<file path="src/rtl/tcam_remap_pkg.sv">
package tcam_remap_pkg;

    // Flags carried through the output register.
    typedef struct packed {
        logic valid;
        logic err;
    } hit_flags_t;

    function automatic int unsigned cnt_width(input int unsigned entries);
        return $clog2(entries + 1);
    endfunction

endpackage

</file>
<file path="src/rtl/tcam_fault_table.sv">
module tcam_fault_table #(
    parameter int ADDR_W  = 9,
    parameter int ENTRIES = 8,
    parameter int IDX_W   = (ENTRIES > 1) ? $clog2(ENTRIES) : 1
) (
    input  logic                              clk,
    input  logic                              rst_n,
    input  logic                              wr_en,
    input  logic [IDX_W-1:0]                  wr_idx,
    input  logic [ADDR_W-1:0]                 wr_addr,
    input  logic                              wr_valid,
    output logic [ENTRIES-1:0]                ent_vld,
    output logic [ENTRIES-1:0][ADDR_W-1:0]    ent_addr
);

    typedef struct packed {
        logic [ENTRIES-1:0]             vld;
        logic [ENTRIES-1:0][ADDR_W-1:0] addr;
    } tbl_t;

    tbl_t tbl_d, tbl_q;
    logic idx_ok;

    assign idx_ok = (32'(wr_idx) < 32'(ENTRIES));

    always_comb begin
        tbl_d = tbl_q;
        if (wr_en && idx_ok) begin
            tbl_d.vld[wr_idx]  = wr_valid;
            tbl_d.addr[wr_idx] = wr_addr;
        end
    end

    always_ff @(posedge clk or negedge rst_n) begin
        if (!rst_n) tbl_q <= '0;
        else        tbl_q <= tbl_d;
    end

    assign ent_vld  = tbl_q.vld;
    assign ent_addr = tbl_q.addr;

    // a write lands in the addressed entry on the next cycle
    p_write_lands_r2: assert property (@(posedge clk) disable iff (!rst_n)
        (wr_en && idx_ok) |=> (ent_vld[$past(wr_idx)] == $past(wr_valid)) &&
                              (ent_addr[$past(wr_idx)] == $past(wr_addr)));

    // entries hold without a write
    p_hold_r2: assert property (@(posedge clk) disable iff (!rst_n)
        !wr_en |=> $stable(ent_vld));

endmodule

</file>
<file path="src/rtl/tcam_fault_cmp.sv">
module tcam_fault_cmp #(
    parameter int ADDR_W  = 9,
    parameter int ENTRIES = 8
) (
    input  logic                              clk,
    input  logic                              rst_n,
    input  logic [ENTRIES-1:0]                ent_vld,
    input  logic [ENTRIES-1:0][ADDR_W-1:0]    ent_addr,
    input  logic [ADDR_W-1:0]                 key,
    output logic [ENTRIES-1:0]                above,
    output logic [ENTRIES-1:0]                same
);

    for (genvar g = 0; g < ENTRIES; g++) begin : g_cmp
        logic lt_raw, eq_raw;
        assign lt_raw   = (ent_addr[g] < key);
        assign eq_raw   = (ent_addr[g] == key);
        assign above[g] = ent_vld[g] & lt_raw;
        assign same[g]  = ent_vld[g] & eq_raw;
    end

    // disabled entries never report
    p_invalid_silent_r5: assert property (@(posedge clk) disable iff (!rst_n)
        ((above | same) & ~ent_vld) == '0);

    // an entry can't be both strictly above and equal
    p_lt_eq_excl_r8: assert property (@(posedge clk) disable iff (!rst_n)
        (above & same) == '0);

endmodule

</file>
<file path="src/rtl/tcam_popcount.sv">
module tcam_popcount #(
    parameter int N     = 8,
    parameter int CNT_W = $clog2(N + 1)
) (
    input  logic [N-1:0]     bits_i,
    output logic [CNT_W-1:0] count_o
);

    always_comb begin
        count_o = '0;
        for (int i = 0; i < N; i++) begin
            count_o = count_o + CNT_W'(bits_i[i]);
        end
    end

endmodule

</file>
<file path="src/rtl/tcam_row_remap.sv">
module tcam_row_remap
    import tcam_remap_pkg::*;
#(
    parameter int ADDR_W  = 9,
    parameter int ENTRIES = 8,
    parameter int IDX_W   = (ENTRIES > 1) ? $clog2(ENTRIES) : 1
) (
    input  logic              clk,
    input  logic              rst_n,
    input  logic              cfg_we,
    input  logic [IDX_W-1:0]  cfg_idx,
    input  logic [ADDR_W-1:0] cfg_addr,
    input  logic              cfg_valid,
    input  logic              hit_valid_i,
    input  logic [ADDR_W-1:0] hit_addr_i,
    output logic              hit_valid_o,
    output logic [ADDR_W-1:0] hit_addr_o,
    output logic              hit_err_o
);

    localparam int CNT_W = cnt_width(ENTRIES);

    typedef struct packed {
        hit_flags_t        flg;
        logic [ADDR_W-1:0] addr;
    } out_t;

    logic [ENTRIES-1:0]             ent_vld;
    logic [ENTRIES-1:0][ADDR_W-1:0] ent_addr;
    logic [ENTRIES-1:0]             above, same;
    logic [CNT_W-1:0]               n_above;
    out_t out_d, out_q;

    tcam_fault_table #(.ADDR_W(ADDR_W), .ENTRIES(ENTRIES), .IDX_W(IDX_W)) u_table (
        .clk      (clk),
        .rst_n    (rst_n),
        .wr_en    (cfg_we),
        .wr_idx   (cfg_idx),
        .wr_addr  (cfg_addr),
        .wr_valid (cfg_valid),
        .ent_vld  (ent_vld),
        .ent_addr (ent_addr)
    );

    tcam_fault_cmp #(.ADDR_W(ADDR_W), .ENTRIES(ENTRIES)) u_cmp (
        .clk      (clk),
        .rst_n    (rst_n),
        .ent_vld  (ent_vld),
        .ent_addr (ent_addr),
        .key      (hit_addr_i),
        .above    (above),
        .same     (same)
    );

    tcam_popcount #(.N(ENTRIES), .CNT_W(CNT_W)) u_pop (
        .bits_i  (above),
        .count_o (n_above)
    );

    always_comb begin
        out_d = '0;
        out_d.flg.valid = hit_valid_i;
        if (hit_valid_i) begin
            out_d.addr    = hit_addr_i - ADDR_W'(n_above);
            out_d.flg.err = |same;
        end
    end

    always_ff @(posedge clk or negedge rst_n) begin
        if (!rst_n) out_q <= '0;
        else        out_q <= out_d;
    end

    assign hit_valid_o = out_q.flg.valid;
    assign hit_addr_o  = out_q.addr;
    assign hit_err_o   = out_q.flg.err;

    // valid flag is delayed by exactly one cycle
    p_valid_lat_r7: assert property (@(posedge clk) disable iff (!rst_n)
        hit_valid_i |=> hit_valid_o);

    // idle cycles give zero address and no error
    p_idle_zero_r9: assert property (@(posedge clk) disable iff (!rst_n)
        !hit_valid_o |-> (hit_addr_o == '0) && !hit_err_o);

    // nothing above the match means pass-through
    p_passthru_r3: assert property (@(posedge clk) disable iff (!rst_n)
        (hit_valid_i && (above == '0)) |=> hit_addr_o == $past(hit_addr_i));

    // correction never raises the address
    p_no_grow_r4: assert property (@(posedge clk) disable iff (!rst_n)
        hit_valid_i |=> hit_addr_o <= $past(hit_addr_i));

    // a faulty entry equal to the match raises the error
    p_err_flag_r8: assert property (@(posedge clk) disable iff (!rst_n)
        (hit_valid_i && (same != '0)) |=> hit_err_o);

endmodule

</file>
<file path="config.mk">
export PLATFORM = sky130hd
export DESIGN_NAME = tcam_row_remap
export DESIGN_NICKNAME = d
export VERILOG_FILES = /design/src/rtl/tcam_remap_pkg.sv /design/src/rtl/tcam_fault_table.sv /design/src/rtl/tcam_fault_cmp.sv /design/src/rtl/tcam_popcount.sv /design/src/rtl/tcam_row_remap.sv
export SDC_FILE = /design/constraint.sdc
export NUM_CORES = 1
export LEC_CHECK = 0
export ABC_AREA = 1
export CORE_ASPECT_RATIO = 1.2
export CORE_UTILIZATION = 38
export DETAILED_ROUTE_END_ITERATION = 6
export PLACE_DENSITY = 0.54
export SLEW_MARGIN = 15
export SYNTH_ARGS = -nofsm -noshare
export SYNTH_HDL_FRONTEND = slang
export SYNTH_HIERARCHICAL = 1
export SYNTH_SLANG_ARGS = --single-unit
</file>
<file path="constraint.sdc">
create_clock -name clk -period 4.3 [get_ports clk]
set_input_delay 0.86 -clock clk [delete_from_list [all_inputs] [get_ports clk]]
set_output_delay 0.86 -clock clk [all_outputs]
set_load 0.01 [all_outputs]
</file>
Word level (Yosys, flattened, before mapping)
Index checks and enable logic that the tools add are counted.

Bitwise operators: 16. $lt $le $gt $ge: 10. $add $sub $neg: 8. Eq/ne operators: 8. Muxes and demuxes: 7. Reduce and logical (&&, ||, !) cells: 2.

Operators by type and width (number): bitwise mux 72 bit (1); equality test 9 bit (8); < comparator 9 bit (8); demux 9 bit (select 3 bit) (1); adder 4 x 1 -> 4 bit (6); AND 1 bit (16); two-way mux 10 bit (1); two-way mux 9 bit (1); subtractor 9 x 4 -> 9 bit (1); bitwise mux 8 bit (1); OR reduction 8 bit (1); < comparator 3 x 4 -> 1 bit (second input constant) (1); demux 1 bit (select 3 bit) (1); greater-or-equal comparator 3 x 1 -> 1 bit (second input constant) (1); adder 1 x 1 -> 2 bit (1); logical AND 1 bit (1); two-way mux 1 bit (1).

Logic and storage cells: 63. Output and inout port bits: 11. Bits in registers: 91.

Depth between registers and ports, before layout
Depth in word-level cells: 11. Mapped depth: 26. Mapped depth without buffers: 26.

Hierarchy
The synthesis kept the hierarchy.

Modules (own cells, without submodules): tcam_fault_table (times used 1, area each 3204.3 µm², cells an instance 365); tcam_fault_cmp (times used 1, area each 1895.6 µm², cells an instance 285); tcam_row_remap (times used 1, area each 596.8 µm², cells an instance 74); tcam_popcount (times used 1, area each 201.4 µm², cells an instance 29).

Worst setup path after synthesis
Ideal clock, no wire load.

Path kind: input port to flip-flop. From: input hit_addr_i[8]. To: register out_q (netlist bit hit_addr_o[6]). Buffers on the path: 0. Arrival time: 4.673 ns. Setup slack: -0.492 ns. Stages: 20. Setup time: 0.119 ns. Cells stage by stage: inv_1 ha_1 nand2_1 nor2_2 a21boi_2 nor2_1 inv_1 fa_1 fa_1 fa_1 inv_1 ha_1 inv_1 fa_1 inv_1 fa_1 nor2_1 o21ai_0 a21oi_1 nor2_1.

RTL lines: start: declaration (RTL line tcam_row_remap.sv:15) `input logic [ADDR_W-1:0] hit_addr_i,`; end signal: assignment (RTL line tcam_row_remap.sv:71) `else out_q <= out_d;`; end: declaration (RTL line tcam_row_remap.sv:32) `out_t out_d, out_q;`.

==> flow_metrics.tcl <==
set metrics [dict create \
    status "finished with violations" \
    violations "negative setup slack" \
    postCtsHoldBufs 0 \
    slew_violations 0 \
    slowest_stage "fa_1" \
    maxClockFrequency_mhz 211 \
    synthToLayoutAreaGrowth_pct 27.3 \
    synth_area_leaders "dfrtp_1, nand2_1, ha_1" \
    path_buf_inv 7 \
    grt_max_degree 67 \
    dieArea_um2 16000 \
    drt-initial-drc-count 285 \
    ys_warn_count 6 \
    synth_seq_cells 91 \
    hold_path.class "reg -> reg" \
    grt_pass1_wl_mm 26.5 \
    seq_area_frac_synth 0.386 \
    initial_core_util 0.391 \
    setup_viol 8 \
    finalHoldViolCount 0 \
    layout-drive-gt1-share 0.213 \
    final_area_um2 7510 \
    postSynthCellCount 753 \
    gr-total-overflow 0 \
    gp_congestion 0.829 \
    clock_skew_ns 0.00534 \
    timing.critical_path.max_delay_family "adder cells" \
    setup.worst_path.end_class "register" \
    rows 49 \
    period_share 1.10 \
    crit_top_cell "inv_2" \
    path_clk_slew_ns 0.07 \
    final_common_cell "nand2_1" \
    antenna_found_initial 0 \
    post-route-drc-count 0 \
    num-nets-final 940 \
    grt_pass1_vias 5040 \
    drv_cap 0 \
    arrival_ns 4.97 \
    ant_nets 0 \
    syn_avg_cell_area_um2 7.83 \
    clockBufferDepth 2 \
    track_usage 0.220 \
    cpPeakStageDelay_ns 0.58 \
    startpoint_type "input port" \
    ios 37 \
    first_pass_iters 5 \
    crit_fanout 4 \
    synthesis.area_um2 5900 \
    dpl-instance-area_um2 6800 \
    leakagePower_nw 3.80 \
    wire_per_inst_um 15.9 \
    yosys.area.top_type_share 0.386 \
    synth.distinct_cells 22 \
    rsz0062_at_grt "yes" \
    vias_per_cell 4.90 \
    final_cell_mix "nand2_1, dfrtp_1, ha_1, inv_1, nand3_1" \
    die_h_um 138 \
    die_w_um 116 \
    yosysTopAreaCell "dfrtp_1" \
    core_um2 15100 \
    dpl.hpwl_mm 11.8 \
    vdd_drop_max_uv 218 \
    cts_tree "yes" \
    slew_headroom 0.423 \
    clock-root-buffer "clkbuf_16" \
    min_period_ns 4.73 \
    insertion_delay_ns 0.34 \
    clock-sinks 91 \
    fin_ws_ns -0.435 \
    tns_ns -3.06 \
    powerDensity_nw_per_um2 458 \
    num_vias 5086 \
    totalWireLength_mm 16.6 \
    worstMarginPinSlew_ns 0.866 \
    worstSetupPathType "in -> reg" \
    numPortBuffers 36 \
    cts_buffers 9 \
    htreeDepth 3 \
    synthesis.nets 863 \
    cp.required_ns 4.53 \
    n_antenna_cell 0 \
]
-- flip-flops by register name, summed over array words and instances (netlist names) --
register / flops
hit_valid_o: 1
hit_err_o: 1
hit_addr_o: 9
u_table/ent_vld: 8
u_table/ent_addr: 72
-- timing repair --
item,CTS,global route
pin swaps,29,22
gates resized for setup,63,25
setup endpoints to repair,8,8
setup buffers,6,1
-- cell type report --
cell class,count,area (um^2)
multi-input combinational,565,3570
sequential,91,2280
timing repair buffer,84,716
clock inverter,6,136
fill,1445,7570
clock buffer,10,239
tap,204,255
inverter,79,312
-- worst paths after layout --
| path | from | to | slack, ns | cells past startpoint |
|---|---|---|---|---|
| setup / recovery | hit_addr_i[1] | hit_addr_o[7] | -0.43 | 27 |
| hold / removal | u_table/ent_addr[18] | u_table/ent_addr[18] | 0.48 | 2 |
| setup reg to reg | u_table/ent_addr[6] | hit_addr_o[7] | -0.14 | 25 |
| hold reg to reg | u_table/ent_addr[18] | u_table/ent_addr[18] | 0.48 | 2 |
| max in group asynchronous | rst_n | hit_addr_o[7] | 2.77 | 2 |
| min in group asynchronous | rst_n | u_table/ent_addr[65] | 0.63 | 1 |
-- tightest hold or removal path: cells and delay by family (launching register included) --
family           cells  cell delay [ns]
and+or+nand+nor      2             0.10
DFF                  1             0.35
-- through the flow --
| step | power (mW) | hold slack [ns] | utilization | cells | worst slack (ns) |
|---|---|---|---|---|---|
| finish | 3.44 | 0.476 | 0.498 | 1039 | -0.435 |
| global route | 3.67 | 0.492 | 0.498 | 1039 | -0.616 |
| CTS | 3.35 | 0.477 | 0.492 | 1038 | -0.546 |
| detailed placement | 2.22 | 0.460 | 0.451 | 1016 | -1.27 |
| global placement | 2.19 | 0.456 | 0.451 | 1016 | -1.17 |
| floorplan | 1.83 | 0.442 | - | 753 | -0.384 |
-- metal layers --
layer	global-route usage	wire length (um)	up-vias
met1	0.294	7500	2391
met3	0.0254	700	20
met4	0.0749	323	0
met2	0.367	8050	136
li1	-	-	2539
met5	0	0	-
-- kinds of logic after synthesis --
family,Yosys count,share of synthesized area
flip-flops,91,0.386
adder cells (fa/ha/maj),84,0.185
buffers and inverters,97,0.0677
AND/OR/NAND/NOR,444,0.324
AO/OA/AOI/OAI,37,0.0378
-- cells in the mapped netlist --
| library cell | instances |
|---|---|
| nor3_2 | 8 |
| nor4_1 | 2 |
| nand3b_1 | 11 |
| a21oi_1 | 25 |
| o21ai_1 | 1 |
| nor2_2 | 17 |
| nand2_1 | 301 |
| fa_1 | 5 |
| nand3_1 | 59 |
| nor2_1 | 35 |
| nor2_4 | 1 |
| o21ai_0 | 3 |
| dfrtp_1 | 91 |
| buf_2 | 13 |
| a21oi_2 | 5 |
| buf_4 | 5 |
| a21boi_2 | 3 |
| nor3_1 | 1 |
| nand2_2 | 9 |
| inv_2 | 7 |
| ha_1 | 79 |
| inv_1 | 72 |
-- power by group --
part           internal, mW  switching (mW)  total [mW]
Sequential             1.02           0.114        1.13
Clock                 0.644           0.355        1.00
Combinational         0.583           0.724        1.31
Total                  2.25            1.19        3.44
Note: power is estimated with default switching activity, not from simulation.
